**config.mk**
```make
export PLATFORM = sky130hd
export DESIGN_NAME = lj_audio_tx
export DESIGN_NICKNAME = d
export VERILOG_FILES = /design/src/rtl/lj_tx_pkg.sv /design/src/rtl/lj_cfg_regs.sv /design/src/rtl/lj_bclk_gen.sv /design/src/rtl/lj_frame_ser.sv /design/src/rtl/lj_audio_tx.sv
export SDC_FILE = /design/constraint.sdc
export NUM_CORES = 1
export LEC_CHECK = 0
export ABC_AREA = 1
export BUFFER_PORTS_ARGS = -buffer_cell sky130_fd_sc_hd__buf_2
export CORE_ASPECT_RATIO = 0.9
export CORE_MARGIN = 5
export CORE_UTILIZATION = 33
export CTS_CLUSTER_DIAMETER = 100
export DETAILED_ROUTE_END_ITERATION = 8
export HOLD_SLACK_MARGIN = 0.03
export PLACE_DENSITY = 0.65
export SETUP_SLACK_MARGIN = 0.05
export SYNTH_ARGS = -nofsm -noshare
export SYNTH_HDL_FRONTEND = slang
export SYNTH_SLANG_ARGS = --single-unit
```
**constraint.sdc**
```tcl
create_clock -name clk -period 1.7 [get_ports clk]
set_input_delay 0.34 -clock clk [delete_from_list [all_inputs] [get_ports clk]]
set_output_delay 0.34 -clock clk [all_outputs]
set_load 0.03 [all_outputs]
```
**src/rtl/lj_tx_pkg.sv**
```systemverilog
package lj_tx_pkg;
   typedef enum logic {
      REG_CFG  = 1'b0,
      REG_STAT = 1'b1
   } reg_sel_e;
endpackage

```
**src/rtl/lj_cfg_regs.sv**
```systemverilog
module lj_cfg_regs
   import lj_tx_pkg::*;
#(
   parameter int HOST_DW = 8,
   parameter int RATE_W  = 1
) (
   input  logic               clk,
   input  logic               rst,
   input  logic               wr_en,
   input  logic               wr_addr,
   input  logic [HOST_DW-1:0] wr_data,
   input  logic               rd_addr,
   output logic [HOST_DW-1:0] rd_data,
   input  logic               underrun_evt,
   output logic               cfg_en,
   output logic [RATE_W-1:0]  cfg_rate,
   output logic               underrun_q,
   output logic               clr_req
);
   logic cfg_wr;
   logic unused_wr_bits;

   assign cfg_wr  = wr_en && (reg_sel_e'(wr_addr) == REG_CFG);
   assign clr_req = wr_en && (reg_sel_e'(wr_addr) == REG_STAT) && wr_data[0];
   assign unused_wr_bits = ^wr_data[HOST_DW-1:RATE_W+1];

   always_ff @(posedge clk) begin
      if (rst) begin
         cfg_en   <= 1'b0;
         cfg_rate <= '0;
      end else if (cfg_wr) begin
         cfg_en   <= wr_data[0];
         cfg_rate <= wr_data[RATE_W:1];
      end
   end

   // a fresh underrun outranks a clearing write in the same cycle
   always_ff @(posedge clk) begin
      if (rst)               underrun_q <= 1'b0;
      else if (underrun_evt) underrun_q <= 1'b1;
      else if (clr_req)      underrun_q <= 1'b0;
   end

   always_comb begin
      rd_data = '0;
      if (reg_sel_e'(rd_addr) == REG_CFG) begin
         rd_data[0]        = cfg_en;
         rd_data[RATE_W:1] = cfg_rate;
      end else begin
         rd_data[0] = underrun_q;
      end
   end
endmodule

```
**src/rtl/lj_bclk_gen.sv**
```systemverilog
module lj_bclk_gen #(
   parameter int NUM_RATES = 2,
   parameter int HALF_MIN  = 6,
   parameter int RATE_W    = 1,
   parameter int CNT_W     = 4
) (
   input  logic              clk,
   input  logic              rst,
   input  logic              en,
   input  logic [RATE_W-1:0] rate_code,
   output logic              bclk,
   output logic              run,
   output logic              shift_evt
);
   localparam int HALF_MAX = HALF_MIN << (NUM_RATES - 1);
   localparam logic [CNT_W-1:0] HALF_MAX_C = CNT_W'(HALF_MAX);

   logic [RATE_W-1:0] code_c;
   logic [CNT_W-1:0]  half;
   logic [CNT_W-1:0]  cnt;
   logic              phase_end;

   generate
      if ((1 << RATE_W) == NUM_RATES) begin : g_code_exact
         assign code_c = rate_code;
      end else begin : g_code_clamp
         assign code_c = (rate_code >= RATE_W'(NUM_RATES - 1)) ?
                         RATE_W'(NUM_RATES - 1) : rate_code;
      end
   endgenerate

   assign half      = HALF_MAX_C >> code_c;
   assign phase_end = (cnt == half - CNT_W'(1));
   // first event starts the stream; later events are falling edges
   assign shift_evt = en && (!run || (phase_end && bclk));

   always_ff @(posedge clk) begin
      if (rst || !en) begin
         cnt  <= '0;
         bclk <= 1'b0;
         run  <= 1'b0;
      end else if (!run) begin
         run <= 1'b1;
         cnt <= '0;
      end else if (phase_end) begin
         cnt  <= '0;
         bclk <= ~bclk;
      end else begin
         cnt <= cnt + CNT_W'(1);
      end
   end
endmodule

```
**src/rtl/lj_frame_ser.sv**
```systemverilog
module lj_frame_ser #(
   parameter int SAMPLE_W = 16,
   parameter int RATE_W   = 1
) (
   input  logic                clk,
   input  logic                rst,
   input  logic                en,
   input  logic                run,
   input  logic                shift_evt,
   input  logic                smp_valid,
   input  logic [SAMPLE_W-1:0] smp_data,
   input  logic [RATE_W-1:0]   cfg_rate,
   output logic                smp_ready,
   output logic                underrun_evt,
   output logic                lrck,
   output logic                sdata,
   output logic [RATE_W-1:0]   act_rate
);
   localparam int FRAME_BITS = 2 * SAMPLE_W;
   localparam int IDX_W      = $clog2(FRAME_BITS);

   logic [IDX_W-1:0]    idx;
   logic [IDX_W-1:0]    idx_inc;
   logic [IDX_W-1:0]    nxt;
   logic [SAMPLE_W-1:0] sh;
   logic [SAMPLE_W-1:0] word;
   logic                chan_start;
   logic                frame_start;

   generate
      if ((1 << IDX_W) == FRAME_BITS) begin : g_wrap_free
         assign idx_inc = idx + IDX_W'(1);
      end else begin : g_wrap_cmp
         assign idx_inc = (idx == IDX_W'(FRAME_BITS - 1)) ? '0 : idx + IDX_W'(1);
      end
   endgenerate

   assign nxt          = run ? idx_inc : '0;
   assign frame_start  = (nxt == '0);
   assign chan_start   = frame_start || (nxt == IDX_W'(SAMPLE_W));
   assign smp_ready    = shift_evt && chan_start;
   assign underrun_evt = smp_ready && !smp_valid;
   assign word         = smp_valid ? smp_data : '0;

   always_ff @(posedge clk) begin
      if (rst || !en) begin
         idx   <= '0;
         sh    <= '0;
         lrck  <= 1'b0;
         sdata <= 1'b0;
      end else if (shift_evt) begin
         idx <= nxt;
         if (chan_start) begin
            lrck  <= frame_start;
            sdata <= word[SAMPLE_W-1];
            sh    <= {word[SAMPLE_W-2:0], 1'b0};
         end else begin
            sdata <= sh[SAMPLE_W-1];
            sh    <= {sh[SAMPLE_W-2:0], 1'b0};
         end
      end
   end

   // rate follows the register while idle, else only at frame start
   always_ff @(posedge clk) begin
      if (rst)                                  act_rate <= '0;
      else if (!run || (shift_evt && frame_start)) act_rate <= cfg_rate;
   end
endmodule

```
**src/rtl/lj_audio_tx.sv**
```systemverilog
module lj_audio_tx #(
   parameter int SAMPLE_W  = 16,
   parameter int NUM_RATES = 2,
   parameter int HALF_MIN  = 6,
   parameter int HOST_DW   = 8
) (
   input  logic                clk,
   input  logic                rst,
   input  logic                host_wr,
   input  logic                host_wr_addr,
   input  logic [HOST_DW-1:0]  host_wr_data,
   input  logic                host_rd_addr,
   output logic [HOST_DW-1:0]  host_rd_data,
   input  logic                smp_valid,
   input  logic [SAMPLE_W-1:0] smp_data,
   output logic                smp_ready,
   output logic                dac_bclk,
   output logic                dac_lrck,
   output logic                dac_sdata
);
   localparam int RATE_W   = (NUM_RATES > 1) ? $clog2(NUM_RATES) : 1;
   localparam int HALF_MAX = HALF_MIN << (NUM_RATES - 1);
   localparam int CNT_W    = $clog2(HALF_MAX + 1);

   generate
      if (SAMPLE_W < 2) begin : g_bad_width
         $error("SAMPLE_W must be at least 2");
      end
      if (NUM_RATES < 2) begin : g_bad_rates
         $error("NUM_RATES must be at least 2");
      end
      if (HALF_MIN < 1) begin : g_bad_half
         $error("HALF_MIN must be at least 1");
      end
      if (HOST_DW < RATE_W + 2) begin : g_bad_host
         $error("HOST_DW too narrow for the configuration fields");
      end
   endgenerate

   logic              cfg_en;
   logic [RATE_W-1:0] cfg_rate;
   logic [RATE_W-1:0] act_rate;
   logic              underrun_q;
   logic              underrun_evt;
   logic              clr_req;
   logic              gen_run;
   logic              shift_evt;

   lj_cfg_regs #(.HOST_DW(HOST_DW), .RATE_W(RATE_W)) regs_i (
      .clk          (clk),
      .rst          (rst),
      .wr_en        (host_wr),
      .wr_addr      (host_wr_addr),
      .wr_data      (host_wr_data),
      .rd_addr      (host_rd_addr),
      .rd_data      (host_rd_data),
      .underrun_evt (underrun_evt),
      .cfg_en       (cfg_en),
      .cfg_rate     (cfg_rate),
      .underrun_q   (underrun_q),
      .clr_req      (clr_req)
   );

   lj_bclk_gen #(
      .NUM_RATES (NUM_RATES),
      .HALF_MIN  (HALF_MIN),
      .RATE_W    (RATE_W),
      .CNT_W     (CNT_W)
   ) div_i (
      .clk       (clk),
      .rst       (rst),
      .en        (cfg_en),
      .rate_code (act_rate),
      .bclk      (dac_bclk),
      .run       (gen_run),
      .shift_evt (shift_evt)
   );

   lj_frame_ser #(.SAMPLE_W(SAMPLE_W), .RATE_W(RATE_W)) ser_i (
      .clk          (clk),
      .rst          (rst),
      .en           (cfg_en),
      .run          (gen_run),
      .shift_evt    (shift_evt),
      .smp_valid    (smp_valid),
      .smp_data     (smp_data),
      .cfg_rate     (cfg_rate),
      .smp_ready    (smp_ready),
      .underrun_evt (underrun_evt),
      .lrck         (dac_lrck),
      .sdata        (dac_sdata),
      .act_rate     (act_rate)
   );
endmodule

```
==> impl_results.html <==
<table>
<tr><th>Metric</th><th>Value</th></tr>
<tr><th colspan="2">Run status</th></tr>
<tr><td>Run status</td><td>finished with violations</td></tr>
<tr><td>Failing checks</td><td>negative setup slack</td></tr>
<tr><th colspan="2">Layout</th></tr>
<tr><td>Post-synthesis to final-layout area growth</td><td>27.63%</td></tr>
<tr><td>Reg area</td><td>645.6 µm²</td></tr>
<tr><td># fillers</td><td>501</td></tr>
<tr><td>Footprint of the multi-input gates</td><td>878.3 µm²</td></tr>
<tr><td>Diodes inserted</td><td>0</td></tr>
<tr><td>Count of nets after finishing</td><td>276</td></tr>
<tr><td>Fraction of layout cells with a size suffix above 1</td><td>37.55%</td></tr>
<tr><td>Commonest cells after routing, fill and taps aside</td><td>28 x sky130_fd_sc_hd__dfxtp_1, 28 x sky130_fd_sc_hd__buf_2, 25 x sky130_fd_sc_hd__o21ai_0</td></tr>
<tr><th colspan="2">Detailed routing</th></tr>
<tr><td>Uppermost routed layer</td><td>met4</td></tr>
<tr><td>Routed WL per cell</td><td>12.04 µm</td></tr>
<tr><td>Vias per inst</td><td>4.681</td></tr>
<tr><td>Count of unresolved DRC violations after routing</td><td>0</td></tr>
<tr><td>M1 wire length</td><td>1.709 mm</td></tr>
<tr><td>Vias after detailed routing</td><td>1451</td></tr>
<tr><td>First-pass iteration count of the detailed router</td><td>4</td></tr>
<tr><td>Routed wire length on met2</td><td>1.822 mm</td></tr>
<tr><td>Starting DRC count in detailed routing</td><td>23</td></tr>
<tr><td>DRT Wirelength</td><td>3.731 mm</td></tr>
<tr><td>Post-route ant nets</td><td>0</td></tr>
<tr><td>Routed length on met3</td><td>149 µm</td></tr>
<tr><th colspan="2">Timing</th></tr>
<tr><td>Post-Route Hold Slack</td><td>0.2371 ns</td></tr>
<tr><td>Setup repair after global routing missed its margin</td><td>yes</td></tr>
<tr><td>Post-route fraction of the period consumed by the critical path</td><td>104.2%</td></tr>
<tr><td>Endpoints failing hold</td><td>0</td></tr>
<tr><td>Minimum setup slack in the final design</td><td>-0.07192 ns</td></tr>
<tr><td>Final number of setup-violating endpoints</td><td>2</td></tr>
<tr><td>Largest clock skew in the final design</td><td>0.007709 ns</td></tr>
<tr><td>Final max-slew violation count</td><td>0</td></tr>
<tr><td>Highest Clock Rate</td><td>564.4 MHz</td></tr>
<tr><td>Time the worst path needs with I/O delays and setup</td><td>1.772 ns</td></tr>
<tr><th colspan="2">Logic synthesis</th></tr>
<tr><td>Fraction of synthesized cell area in xor and xnor cells</td><td>1.590%</td></tr>
<tr><td>Share of synthesized cell area in full adder, half adder and majority cells</td><td>1.514%</td></tr>
<tr><td>Count of yosys warnings during synthesis</td><td>0</td></tr>
<tr><td>Synthesized area per cell</td><td>8.142 µm²</td></tr>
<tr><td>Syn Std Cell Area</td><td>1653 µm²</td></tr>
<tr><td>Part of the Yosys area used for sequential elements</td><td>38.76%</td></tr>
<tr><td>Share of synthesized area spent on multiplexers</td><td>0%</td></tr>
<tr><td>Gate count of the mapped netlist</td><td>203</td></tr>
<tr><td>Synth unique cells</td><td>29</td></tr>
<tr><td>Area fraction in compound gates after synthesis</td><td>17.03%</td></tr>
<tr><td>Main combinational cell family by area after synthesis</td><td>simple AND/OR/NAND/NOR gates</td></tr>
<tr><td>Fraction of the mapped netlist area in simple logic gates</td><td>29.14%</td></tr>
<tr><td>Synthesis-stage register bit count</td><td>32</td></tr>
<tr><th colspan="2">Critical path</th></tr>
<tr><td>Signal arrival time at the worst endpoint</td><td>1.43 ns</td></tr>
<tr><td>Slowest stage delay, CP</td><td>0.34 ns</td></tr>
<tr><td>Worst R2R End</td><td>ser_i.sh[7]</td></tr>
<tr><td>Worst reg2reg setup slack</td><td>0 ns</td></tr>
<tr><td>Worst R2R Path Depth</td><td>12</td></tr>
<tr><td>Required time of the critical path</td><td>1.36 ns</td></tr>
<tr><td>CP delay by family, top</td><td>simple AND/OR/NAND/NOR gates</td></tr>
<tr><td>Worst setup SP type</td><td>flip-flop</td></tr>
<tr><td>Buffering stage count on the worst path with inverters included</td><td>1</td></tr>
<tr><td>Peak fanout along the critical path</td><td>2</td></tr>
<tr><td>Crit path capture type</td><td>output port</td></tr>
<tr><td>Number of cells on the critical path</td><td>7</td></tr>
<tr><td>CP cell instances</td><td>ha_4, nand2_4, o21ai_2, nor2_4, nand2_8, nor2_4, buf_6</td></tr>
<tr><td>Crit-path most repeated cell</td><td>sky130_fd_sc_hd__nor2_4</td></tr>
<tr><td>Worst reg2reg path startpoint</td><td>ser_i.idx[1]</td></tr>
<tr><td>Max stage delay cell, worst path</td><td>sky130_fd_sc_hd__dfxtp_2</td></tr>
<tr><td>Critical setup path kind</td><td>reg -&gt; out</td></tr>
<tr><th colspan="2">Power</th></tr>
<tr><td>Net switching component of the power</td><td>0.4691 mW</td></tr>
<tr><td>Leakage</td><td>0.8493 nW</td></tr>
<tr><td>Share of power burned in registers</td><td>44.6%</td></tr>
<tr><td>Worst IR Drop VDD</td><td>0.4984 mV</td></tr>
<tr><td>Pwr per Cell Area</td><td>842.3 nW/µm²</td></tr>
<tr><td>Total chip power</td><td>1.777 mW</td></tr>
<tr><td>Part of the total power dissipated in combinational logic</td><td>13.7%</td></tr>
<tr><td>Cell internal power dissipation</td><td>1.308 mW</td></tr>
<tr><td>Switching Share</td><td>26.40%</td></tr>
<tr><td>Power share of the clock group</td><td>41.7%</td></tr>
<tr><th colspan="2">Placement</th></tr>
<tr><td>Total of buffers placed on input and output ports</td><td>29</td></tr>
<tr><td>Global placer's final weighted congestion</td><td>0.7821</td></tr>
<tr><td>Hpwl dp</td><td>2.497 mm</td></tr>
<tr><td>Worst setup timing slack at the placement stage</td><td>0.03612 ns</td></tr>
<tr><th colspan="2">Clock network</th></tr>
<tr><td>Clock network latency to the later pin of the worst-skew pair</td><td>0.29 ns</td></tr>
<tr><td>Root buf cell</td><td>sky130_fd_sc_hd__clkbuf_8</td></tr>
<tr><td>Count of hold buffers inserted by post-cts repair</td><td>0</td></tr>
<tr><td>TritonCTS Buffers</td><td>5</td></tr>
<tr><td>Clock transition at path regs</td><td>0.07 ns</td></tr>
<tr><td>Clock tree from TritonCTS</td><td>built</td></tr>
<tr><td>H-tree Lvls</td><td>2</td></tr>
<tr><td>Clock Tree Buf Depth</td><td>2</td></tr>
<tr><td>CTS sink cnt</td><td>32</td></tr>
<tr><th colspan="2">Floorplan</th></tr>
<tr><td>Die outline area</td><td>6526 µm²</td></tr>
<tr><td>Core area</td><td>4865 µm²</td></tr>
<tr><td>Horizontal die dimension</td><td>84.60 µm</td></tr>
<tr><td>Initial core utilization</td><td>33.98%</td></tr>
<tr><td># rows</td><td>24</td></tr>
<tr><td>Die Span Y</td><td>77.14 µm</td></tr>
<tr><td>Number of I/O pins</td><td>42</td></tr>
<tr><th colspan="2">Min path</th></tr>
<tr><td>Kind of path behind the tightest hold check</td><td>in -&gt; reg</td></tr>
<tr><td>End point of the worst hold path</td><td>regs_i.underrun_q</td></tr>
<tr><td>WHS Path Cells</td><td>2</td></tr>
<tr><td>Hold path start</td><td>rst</td></tr>
<tr><th colspan="2">Run</th></tr>
<tr><td>Max_cap viols</td><td>0</td></tr>
<tr><th colspan="2">Global routing</th></tr>
<tr><td>Overall fraction of global-route tracks in use</td><td>11.33%</td></tr>
<tr><td>Initial antenna violation count</td><td>0</td></tr>
<tr><td>Number of global-route vias before repair</td><td>1307</td></tr>
<tr><td>Pin count of the biggest net entering global routing</td><td>24</td></tr>
<tr><td>Wire length of the first global-routing pass</td><td>5.961 mm</td></tr>
<tr><td>Global route total overflow</td><td>0</td></tr>
</table>
[metrics by stage]
stage          cells  instance area, µm²  util, %   TNS, ns
2_1_floorplan    208                1672        -         0
3_3_place_gp     295                1849    38.01         0
3_5_place_dp     295                1849    38.01         0
4_1_cts          305                2011    41.33  -0.08701
5_1_grt          310                2110    43.36   -0.9586
6_report         310                2110    43.36  -0.07457
[sequential cells by signal, summed over array words and instances (netlist names)]
name / flops
ser_i.sdata: 1
regs_i.cfg_en: 1
regs_i.cfg_rate: 1
ser_i.lrck: 1
ser_i.act_rate: 1
div_i.cnt: 4
div_i.bclk: 1
ser_i.sh: 15
regs_i.underrun_q: 1
div_i.run: 1
ser_i.idx: 5
[cells by family after synthesis]
logic type / Yosys count
buffers and inverters: 32
AND/OR/NAND/NOR: 82
flip-flops: 32
other: 1
AO/OA/AOI/OAI: 51
XOR/XNOR: 3
adder cells (fa/ha/maj): 2
[metal layers]
layer	up-vias	global-route usage (%)
li1	756	-
met1	662	14.13
met2	28	17.76
met3	5	4.502
met4	0	3.797
met5	-	0
[synth_stat cells]
library cell	instances	area (µm²)
sky130_fd_sc_hd__nand2_8	1	20.02
sky130_fd_sc_hd__ha_1	2	25.02
sky130_fd_sc_hd__nand2_2	5	31.28
sky130_fd_sc_hd__xnor2_1	1	8.760
sky130_fd_sc_hd__conb_1	1	3.750
sky130_fd_sc_hd__nand4_1	2	12.51
sky130_fd_sc_hd__buf_4	7	52.55
sky130_fd_sc_hd__a21oi_2	1	8.760
sky130_fd_sc_hd__buf_2	3	15.01
sky130_fd_sc_hd__nor2_1	17	63.81
sky130_fd_sc_hd__nand3_2	12	120.1
sky130_fd_sc_hd__a21oi_1	9	45.04
sky130_fd_sc_hd__buf_6	3	33.78
sky130_fd_sc_hd__nor2_2	1	6.260
sky130_fd_sc_hd__inv_6	1	8.760
sky130_fd_sc_hd__clkbuf_1	2	7.510
sky130_fd_sc_hd__a31oi_1	15	93.84
sky130_fd_sc_hd__nand3_1	11	55.05
sky130_fd_sc_hd__nand4_4	1	21.27
sky130_fd_sc_hd__nand2_4	2	22.52
sky130_fd_sc_hd__buf_12	1	20.02
sky130_fd_sc_hd__o21ai_0	25	125.1
sky130_fd_sc_hd__dfxtp_1	32	640.6
sky130_fd_sc_hd__xor2_1	2	17.52
sky130_fd_sc_hd__nor3_1	1	5.000
sky130_fd_sc_hd__inv_1	15	56.30
sky130_fd_sc_hd__nor2_4	2	22.52
sky130_fd_sc_hd__o21ai_2	1	8.760
sky130_fd_sc_hd__nand2_1	27	101.4
[worst max-delay path by stage]
stage               slack, ns   endpoint          from
finish                  -0.07  smp_ready  ser_i.idx[1]
global route            -0.14  smp_ready  ser_i.idx[1]
CTS                     -0.09  smp_ready  ser_i.idx[1]
detailed placement       0.04  smp_ready  ser_i.idx[0]
global placement         0.04  smp_ready  ser_i.idx[0]
floorplan                0.07  smp_ready  ser_i.idx[0]
[power groups by stage]
stage	clock network (mW)	logic, mW	registers (mW)
after global routing	0.804	0.267	0.794
after detailed placement	0	0.210	0.807
after global placement	0	0.208	0.807
after floorplan	0	0.161	0.805
final	0.741	0.244	0.792
after CTS	0.758	0.221	0.790
[repair_timing]
action | 4_1_cts | 5_1_grt
setup buffers | 2 | 5
gates resized for setup | 9 | 11
endpoints found under the setup margin | 3 | 18
pin swaps | 4 | 2
[area by class of cell]
class	instances	share of cell area, %
clock buffers	5	3.262
flip-flops and latches	32	30.61
clock inverters	3	2.017
repair buffers	45	14.53
well taps	65	3.855
multi-input cells	144	41.64
inverters	16	4.093
Note: power is estimated with default switching activity, not from simulation.
